==> config.mk <==
export PLATFORM = sky130hd
export DESIGN_NAME = rxc_coalescer
export DESIGN_NICKNAME = d
export VERILOG_FILES = /design/src/rtl/rxc_pkg.sv /design/src/rtl/rxc_ctrl.sv /design/src/rtl/rxc_datapath.sv /design/src/rtl/rxc_coalescer.sv
export SDC_FILE = /design/constraint.sdc
export NUM_CORES = 1
export LEC_CHECK = 0
export BUFFER_PORTS_ARGS = -buffer_cell sky130_fd_sc_hd__buf_2
export CORE_MARGIN = 1.5
export CORE_UTILIZATION = 30
export CTS_CLUSTER_DIAMETER = 60
export DETAILED_ROUTE_END_ITERATION = 16
export PLACE_DENSITY_LB_ADDON = 0.3
export SLEW_MARGIN = 15
export SYNTH_ARGS = -nofsm -noshare
export SYNTH_HDL_FRONTEND = slang
export SYNTH_HIERARCHICAL = 1
export SYNTH_SLANG_ARGS = --single-unit
export TNS_END_PERCENT = 30
==> constraint.sdc <==
create_clock -name clk -period 5.13 [get_ports clk]
set_input_delay 1.2825 -clock clk [delete_from_list [all_inputs] [get_ports clk]]
set_output_delay 1.2825 -clock clk [all_outputs]
set_load 0.05 [all_outputs]
==> src/rtl/rxc_pkg.sv <==
package rxc_pkg;
  localparam int DATA_W = 16;
  localparam int THR_W  = 9;
  localparam int TOV_W  = 6;
  localparam int TO_EN_BIT = 15;

  localparam logic [2:0] ADDR_DIV = 3'd0;
  localparam logic [2:0] ADDR_THR = 3'd1;
  localparam logic [2:0] ADDR_TOV = 3'd2;
  localparam logic [2:0] ADDR_ACK = 3'd3;
  localparam logic [2:0] ADDR_CLR = 3'd4;

  typedef struct packed {
    logic ackEn;
    logic toFire;
    logic clrTo;
    logic clrErr;
  } rxc_strobe_t;
endpackage

==> src/rtl/rxc_ctrl.sv <==
module rxc_ctrl
  import rxc_pkg::*;
(
  input  logic              clk,
  input  logic              rstN,
  input  logic              regWrEn,
  input  logic [2:0]        regAddr,
  input  logic [DATA_W-1:0] regWrData,
  input  logic              pendNZ,
  output rxc_strobe_t       strobes,
  output logic [THR_W-1:0]  thrVal,
  output logic [DATA_W-1:0] ackAmt
);
  logic [DATA_W-1:0] divReg;
  logic [TOV_W-1:0]  tovReg;
  logic              toEnReg;
  logic [DATA_W-1:0] presc;
  logic [TOV_W-1:0]  timer;
  logic [DATA_W-1:0] divM1;
  logic              armed;
  logic              tick;

  wire wrDiv = regWrEn && (regAddr == ADDR_DIV);
  wire wrThr = regWrEn && (regAddr == ADDR_THR);
  wire wrTov = regWrEn && (regAddr == ADDR_TOV);
  wire wrAck = regWrEn && (regAddr == ADDR_ACK);
  wire wrClr = regWrEn && (regAddr == ADDR_CLR);

  // configuration registers
  always_ff @(posedge clk) begin
    if (!rstN) begin
      divReg  <= DATA_W'(1);
      thrVal  <= '0;
      tovReg  <= '0;
      toEnReg <= 1'b0;
    end else begin
      if (wrDiv) divReg <= regWrData;
      if (wrThr) thrVal <= regWrData[THR_W-1:0];
      if (wrTov) begin
        tovReg  <= regWrData[TOV_W-1:0];
        toEnReg <= regWrData[TO_EN_BIT];
      end
    end
  end

  // prescaler and countdown, idle while nothing is pending
  always_comb begin
    divM1 = (divReg == '0) ? '0 : divReg - DATA_W'(1);
    armed = toEnReg && (tovReg != '0) && pendNZ;
    tick  = armed && (presc >= divM1);
  end

  always_ff @(posedge clk) begin
    if (!rstN) begin
      presc <= '0;
      timer <= '0;
    end else if (!armed) begin
      presc <= '0;
      timer <= tovReg;
    end else if (tick) begin
      presc <= '0;
      timer <= (timer <= TOV_W'(1)) ? tovReg : timer - TOV_W'(1);
    end else begin
      presc <= presc + DATA_W'(1);
    end
  end

  always_comb begin
    strobes.ackEn  = wrAck;
    strobes.toFire = tick && (timer <= TOV_W'(1));
    strobes.clrTo  = wrClr && regWrData[0];
    strobes.clrErr = wrClr && regWrData[1];
    ackAmt         = regWrData;
  end

  AST_TO_OFF_SILENT: assert property (@(posedge clk) disable iff (!rstN)
    (!toEnReg || tovReg == '0) |-> !strobes.toFire) else $error("to fire while off");
endmodule

==> src/rtl/rxc_datapath.sv <==
module rxc_datapath
  import rxc_pkg::*;
#(
  parameter int CNT_W = 12
) (
  input  logic              clk,
  input  logic              rstN,
  input  logic              cmplStrobe,
  input  rxc_strobe_t       strobes,
  input  logic [THR_W-1:0]  thrVal,
  input  logic [DATA_W-1:0] ackAmt,
  output logic [CNT_W-1:0]  pendCount,
  output logic              pendNZ,
  output logic              toStatus,
  output logic              ackErr,
  output logic              eventOut
);
  localparam int SW = ((CNT_W > DATA_W) ? CNT_W : DATA_W) + 2;
  localparam logic [SW-1:0] CNT_MAX = SW'({CNT_W{1'b1}});

  logic [SW-1:0]    incSum;
  logic [SW-1:0]    ackW;
  logic [SW-1:0]    netSum;
  logic             underflow;
  logic [CNT_W-1:0] nextPend;
  logic             thrHit;

  always_comb begin
    incSum    = SW'(pendCount) + SW'(cmplStrobe);
    ackW      = strobes.ackEn ? SW'(ackAmt) : '0;
    underflow = ackW > incSum;
    netSum    = underflow ? '0 : incSum - ackW;
    nextPend  = (netSum > CNT_MAX) ? CNT_MAX[CNT_W-1:0] : netSum[CNT_W-1:0];
    pendNZ    = (pendCount != '0);
    thrHit    = (thrVal != '0) && (SW'(pendCount) > SW'(thrVal));
    eventOut  = thrHit || toStatus;
  end

  always_ff @(posedge clk) begin
    if (!rstN) begin
      pendCount <= '0;
      toStatus  <= 1'b0;
      ackErr    <= 1'b0;
    end else begin
      pendCount <= nextPend;
      if (strobes.toFire)     toStatus <= 1'b1;
      else if (strobes.clrTo) toStatus <= 1'b0;
      if (underflow)           ackErr <= 1'b1;
      else if (strobes.clrErr) ackErr <= 1'b0;
    end
  end

  AST_PEND_STEP: assert property (@(posedge clk) disable iff (!rstN)
    (cmplStrobe && !strobes.ackEn && pendCount != CNT_MAX[CNT_W-1:0]) |=>
      (pendCount == $past(pendCount) + CNT_W'(1))) else $error("step");
  AST_PEND_HOLD: assert property (@(posedge clk) disable iff (!rstN)
    (!cmplStrobe && !strobes.ackEn) |=> $stable(pendCount)) else $error("hold");
  AST_ERR_STICKY: assert property (@(posedge clk) disable iff (!rstN)
    (ackErr && !strobes.clrErr) |=> ackErr) else $error("err sticky");
  AST_TO_STICKY: assert property (@(posedge clk) disable iff (!rstN)
    (toStatus && !strobes.clrTo) |=> toStatus) else $error("to sticky");
  AST_IDLE_NO_FIRE: assert property (@(posedge clk) disable iff (!rstN)
    (pendCount == '0) |-> !strobes.toFire) else $error("fire idle");
endmodule

==> src/rtl/rxc_coalescer.sv <==
module rxc_coalescer
  import rxc_pkg::*;
#(
  parameter int CNT_W = 12
) (
  input  logic             clk,
  input  logic             rstN,
  input  logic             cmplStrobe,
  input  logic             regWrEn,
  input  logic [2:0]       regAddr,
  input  logic [15:0]      regWrData,
  output logic             eventOut,
  output logic [CNT_W-1:0] pendCount,
  output logic             toStatus,
  output logic             ackErr
);
  rxc_strobe_t       strobes;
  logic [THR_W-1:0]  thrVal;
  logic [DATA_W-1:0] ackAmt;
  logic              pendNZ;

  rxc_ctrl u_ctrl (
    .clk(clk), .rstN(rstN), .regWrEn(regWrEn), .regAddr(regAddr),
    .regWrData(regWrData), .pendNZ(pendNZ), .strobes(strobes),
    .thrVal(thrVal), .ackAmt(ackAmt)
  );

  rxc_datapath #(.CNT_W(CNT_W)) u_dp (
    .clk(clk), .rstN(rstN), .cmplStrobe(cmplStrobe), .strobes(strobes),
    .thrVal(thrVal), .ackAmt(ackAmt), .pendCount(pendCount), .pendNZ(pendNZ),
    .toStatus(toStatus), .ackErr(ackErr), .eventOut(eventOut)
  );
endmodule

**Word level (Yosys, flattened, before mapping)**

Cells that the tools add are included.

- Bitwise operators: 2
- Shift operators: 0
- Mux-type cells: 11
- $mul: 0
- $lt $le $gt $ge: 5
- Div/mod/pow operators: 0
- Add/subtract/negate cells: 5
- Eq/ne operators: 5
- Reductions and logical operators: 21

Operator list:

| operator | number |
|---|---|
| $mux 16 | 2 |
| $gt 18x12->1 const B | 1 |
| $gt 18x18->1 | 1 |
| $mux 18 | 1 |
| $mux 6 | 3 |
| $sub 18x18->18 | 1 |
| $add 16x1->16 const B | 1 |
| $ge 16x16->1 | 1 |
| $logic_not 16->1 | 1 |
| $sub 16x1->16 const B | 1 |
| $add 12x1->13 | 1 |
| $gt 12x9->1 | 1 |
| $logic_and 1x1->1 | 12 |
| $mux 12 | 1 |
| $reduce_bool 12->1 | 1 |
| $reduce_bool 9->1 | 1 |
| $eq 3x2->1 const B | 2 |
| $le 6x1->1 const B | 1 |
| $reduce_bool 6->1 | 1 |
| $sub 6x1->6 const B | 1 |
| $mux 1 | 4 |
| $reduce_bool 2->1 | 2 |
| $eq 3x1->1 const B | 1 |
| $eq 3x3->1 const B | 1 |
| 5 further kinds | 6 |

- Register bits: 68
- Input port bits: 23
- Output and inout bits: 15
- Bits in latches: 0
- Memories: 0
- Bits in writable memories: 0
- ROM bits: 0

**Longest topological paths before layout**

- Depth in word-level cells: 7
- Mapped depth: 15
- Depth with buffers taken out: 15

**Cells and area by module**

The synthesis kept the hierarchy.

Modules (own cells, without submodules):

| module | area an instance (µm²) | cells an instance | times used | seq. area each (µm²) |
|---|---|---|---|---|
| rxc_ctrl | 3041.7 | 388 | 1 | 1081.0 |
| rxc_datapath | 1621.6 | 210 | 1 | 280.3 |

**Worst setup path before layout**

Ideal clock, no wire load.

- Path kind: input -> register
- Start: input port cmplStrobe
- End: register u_dp.pendCount[0]
- Path buffers: 1
- Cell stages on the path: 14
- Path slack: 996 ps
- Library setup time: 66 ps
- Arrival: 4068 ps
- Path through: ha_1 ha_1 inv_1 nor3_1 nand3_1 xnor2_1 ha_1 and2_1 and2_1 a221oi_2 mux2_4 and3_1 buf_6 a21oi_2

- Cells in the longest elaborated chain, start to end: 5
- Elaborated cells on any way between the ends: 6

RTL lines:

| item | line | source |
|---|---|---|
| start, declared | rxc_coalescer.sv:8 | `input logic cmplStrobe,` |
| $add 12x1->13 * | rxc_datapath.sv:29 | `incSum = SW'(pendCount) + SW'(cmplStrobe);` |
| $sub 18x18->18 or $gt 18x18->1 (tied branches) | rxc_datapath.sv:32, rxc_datapath.sv:31 |  |
| $mux 18 * | rxc_datapath.sv:32 | `netSum = underflow ? '0 : incSum - ackW;` |
| $gt 18x12->1 | rxc_datapath.sv:33 | `nextPend = (netSum > CNT_MAX) ? CNT_MAX[CNT_W-1:0] : netSum[CNT_W-1:0];` |
| $mux 12 * | rxc_datapath.sv:33 |  |
| end signal, assigned | rxc_datapath.sv:45 | `pendCount <= nextPend;` |
| end, declared | rxc_datapath.sv:12 | `output logic [CNT_W-1:0] pendCount,` |

Mark *: on every way between the ends. The rest lies on a longest branch, timed or not.
A chain may end at the register's enable or synchronous reset.

**Worst setup path after layout**

- Start: input port cmplStrobe
- End: register u_dp.pendCount[2]

Same word-level chain as after synthesis.

==> impl_metrics.json <==
{
  "n_antenna_cell": 0,
  "number_of_design_rule_violations_left_by_the_first_detailed_router_iteration": 201,
  "grt.busiest_layer": "met2",
  "vdd_drop_max_uv": 235,
  "ctsHtreeMaxLevel": 3,
  "globalplace.congestion": 0.844,
  "fin_worst_skew_ns": 0.0107,
  "leakage_nw": 2.03,
  "cp_data_required_time_ns": 5.39,
  "critical_path.most_common_cell": "ha_1",
  "placedCellCount": 791,
  "wirelength_um": 11500,
  "setup_total_neg_slack_ns": 0,
  "async_flop_share_pct": 0,
  "maxSlewHeadroom_pct": 31.8,
  "setup_repair_after_global_routing_missed_its_margin": "false",
  "pwr_density_cell_nw_per_um2": 441,
  "io_pins": 38,
  "final_hold_viol_count": 0,
  "seq_area_sq_um": 1360,
  "min_period_over_period_pct": 83.7,
  "core_area_sq_um": 15200,
  "synth-seq-area-share_pct": 29.2,
  "final.min_clock_period_ns": 4.29,
  "initial_core_utilization_pct": 30.7,
  "total_of_cells_resized_after_clock_tree_synthesis": 0,
  "netlist_instances": 598,
  "use_met3_pct": 2.84,
  "status": "finished, final reports clean",
  "syn2layout_area_growth_pct": 11.3,
  "port_buffer_cells": 37,
  "tightestPinTransition_ns": 1.02,
  "postCtsSetupRepairBufs": 0,
  "dr.pass1.iters": 4,
  "regToRegEndpoint": "u_ctrl/presc[4]",
  "number_of_nets_in_the_layout": 683,
  "drv.max_cap_violation_count": 0,
  "die_x_um": 128,
  "global_route.usage.total_pct": 14.9,
  "start_kind": "primary input",
  "synth.distinct_cells": 58,
  "critical_path_arrival_ns": 4.56,
  "post_synth.cell_area_avg_sq_um": 7.80,
  "clkSlewWorstSetupHoldPaths_ns": 0.06,
  "yosysWarningCount": 6,
  "cts_tree": "built",
  "whs_path_depth": 2,
  "grt_start_max_net_pins": 37,
  "layout.cells.non_filler": 807,
  "start_point_of_the_worst_min_delay_path": "u_ctrl/thrVal[5]",
  "layout_common_cells": "nand2_1, dfxtp_1, nor2_1",
  "mappedNetlistArea_sq_um": 4660,
  "critical_path.cell_chain": "buf_2 -> ha_1 -> ha_1 -> inv_1 -> nor3_1 -> nand3_1 -> xnor2_1 -> ha_1 -> and2_1 -> and2_1 -> a221oi_2 -> mux2_4 -> and3_1 -> a21oi_2",
  "fillers": 1640,
  "initial_antenna_violation_count": 0,
  "gr_ovfl_total": 0,
  "worst_flop_to_flop_path_startpoint": "u_ctrl/divReg[6]",
  "met2_usage_pct": 23.8,
  "worst_setup_path_end_kind": "register",
  "num_rows": 45,
  "post_detailed_route_wirelength_per_cell_um": 14.2,
  "maxClockFrequency_mhz": 233,
  "layout-drive-gt1-share_pct": 11.0,
  "tritoncts.num_buffers": 9,
  "vias_in_the_first_global_route": 3884,
  "place.detailed.hpwl_um": 8800,
  "chipHeight_um": 128,
  "ant_nets": 0,
  "synth_ff_type": "dfxtp_1",
  "cts_hold_buf": 0,
  "grt_pass1_wl_um": 19200,
  "route.detailed.vias_per_inst": 5.09,
  "timing.final.setup_violations": 0,
  "clockRootBuffer": "clkbuf_16",
  "slowest_cell_on_the_critical_path": "nor3_1",
  "slew_viol_final": 0,
  "drc": 0,
  "hold_removal_path_class": "reg2reg",
  "cts_buffer_depth": 2,
  "path_max_fanout": 7,
  "critical_path.max_stage_delay_ns": 0.48,
  "synth_fp_nets": 667,
  "multi_input_area_sq_um": 2990,
  "gr-usage-met1_pct": 20.0,
  "layout_commonest_cell": "nand2_1",
  "timing_worst_setup_path_type": "in2reg",
  "die-area_sq_um": 16300,
  "setup.reg_to_reg.worst_slack_ns": 1.00,
  "rr_worst_depth": 11,
  "clock-sinks": 68,
  "synth-seq-cells": 68,
  "synth_edf_count": 0,
  "routed-via-count": 4109,
  "min_delay_worst_endpoint": "u_ctrl/thrVal[5]",
  "clock_latency_ns": 0.34
}
stage by stage:
stage	hold WS (ns)	utilization [%]	instance area (sq um)	worst slack (ns)	power (mW)
6_report	0.452	34.1	5190	0.839	2.29
5_1_grt	0.479	34.1	5190	0.621	2.42
4_1_cts	0.453	34.1	5190	0.873	2.30
3_5_place_dp	0.446	32.2	4890	0.521	1.66
3_3_place_gp	0.447	32.2	4890	0.615	1.65
2_1_floorplan	0.436	-	4660	0.996	1.46
synth_stat cells, types with 5 or more instances:
cell      count  area [sq um]
nand2_1     105           394
nor2b_1       5          31.3
nand3_1      15          75.1
a21oi_2       6          52.6
a31oi_1       7          43.8
nand4_1       9          56.3
nor2_1       57           214
clkbuf_1     11          41.3
and3_1        8          50.1
xnor2_1      22           193
xor2_1       22           193
and2_1        8          50.1
ha_1         45           563
nor4_1        6          37.5
nor3_1       19          95.1
dfxtp_1      68          1360
o21ai_0       9          45.0
a21oi_1      51           255
inv_1        27           101
nand2b_1     10          62.6
mux2i_1      10           100
buf_4        17           128
per-layer routing:
metal | vias up | share of wire, %
li1 | 2088 | -
met1 | 1936 | 49
met2 | 69 | 45
met3 | 16 | 3.6
met4 | 0 | 1.9
met5 | - | 0
critical path, delay by kind of cell:
family	cells	cell delay (ns)
buffers and inverters	2	0.14
AO/OA/AOI/OAI	2	0.52
adder cells (fa/ha/maj)	3	0.78
AND/OR/NAND/NOR	5	1.31
XOR/XNOR	1	0.16
multiplexers	1	0.34
registers in the layout, indices dropped and copies added, names as in the netlist:
signal          cells
u_ctrl/divReg      16
u_ctrl/presc       16
u_dp/pendCount     12
u_ctrl/thrVal       9
u_ctrl/timer        6
u_ctrl/tovReg       6
u_ctrl/toEnReg      1
u_dp/ackErr         1
u_dp/toStatus       1
cell families (layout without fill, tap and decap cells):
logic type / after synthesis / count (layout) / share of synthesized area [%]
multiplexers: 11 / 11 / 2.47
AO/OA/AOI/OAI: 106 / 106 / 14.7
AND/OR/NAND/NOR: 260 / 260 / 26.1
adder cells (fa/ha/maj): 46 / 46 / 12.5
XOR/XNOR: 44 / 44 / 8.26
flip-flops: 68 / 68 / 29.2
buffers and inverters: 63 / 84 / 6.82
power by group:
| part | internal [mW] | switching (mW) | total [mW] |
|---|---|---|---|
| Combinational | 0.382 | 0.643 | 1.03 |
| Clock | 0.389 | 0.235 | 0.624 |
| Sequential | 0.576 | 0.0651 | 0.641 |
layout make-up:
cell class	instances	share of cell area [%]
repair buffers	39	3.86
well taps	188	4.53
multi-input cells	467	57.6
inverters	29	2.10
flip-flops and latches	68	26.2
clock buffers	12	4.75
clock inverters	4	0.940
worst max path at each step:
stage | from | endpoint | slack (ns) | cells past startpoint
after detailed placement | cmplStrobe | u_dp/pendCount[2] | 0.52 | 14
after CTS | cmplStrobe | u_dp/pendCount[2] | 0.87 | 14
after global routing | cmplStrobe | u_dp/pendCount[2] | 0.62 | 14
after global placement | cmplStrobe | u_dp/pendCount[0] | 0.62 | 14
final | cmplStrobe | u_dp/pendCount[2] | 0.84 | 14
after floorplan | cmplStrobe | u_dp/pendCount[0] | 1.0 | 14
Power figures use the tool's default switching activity.
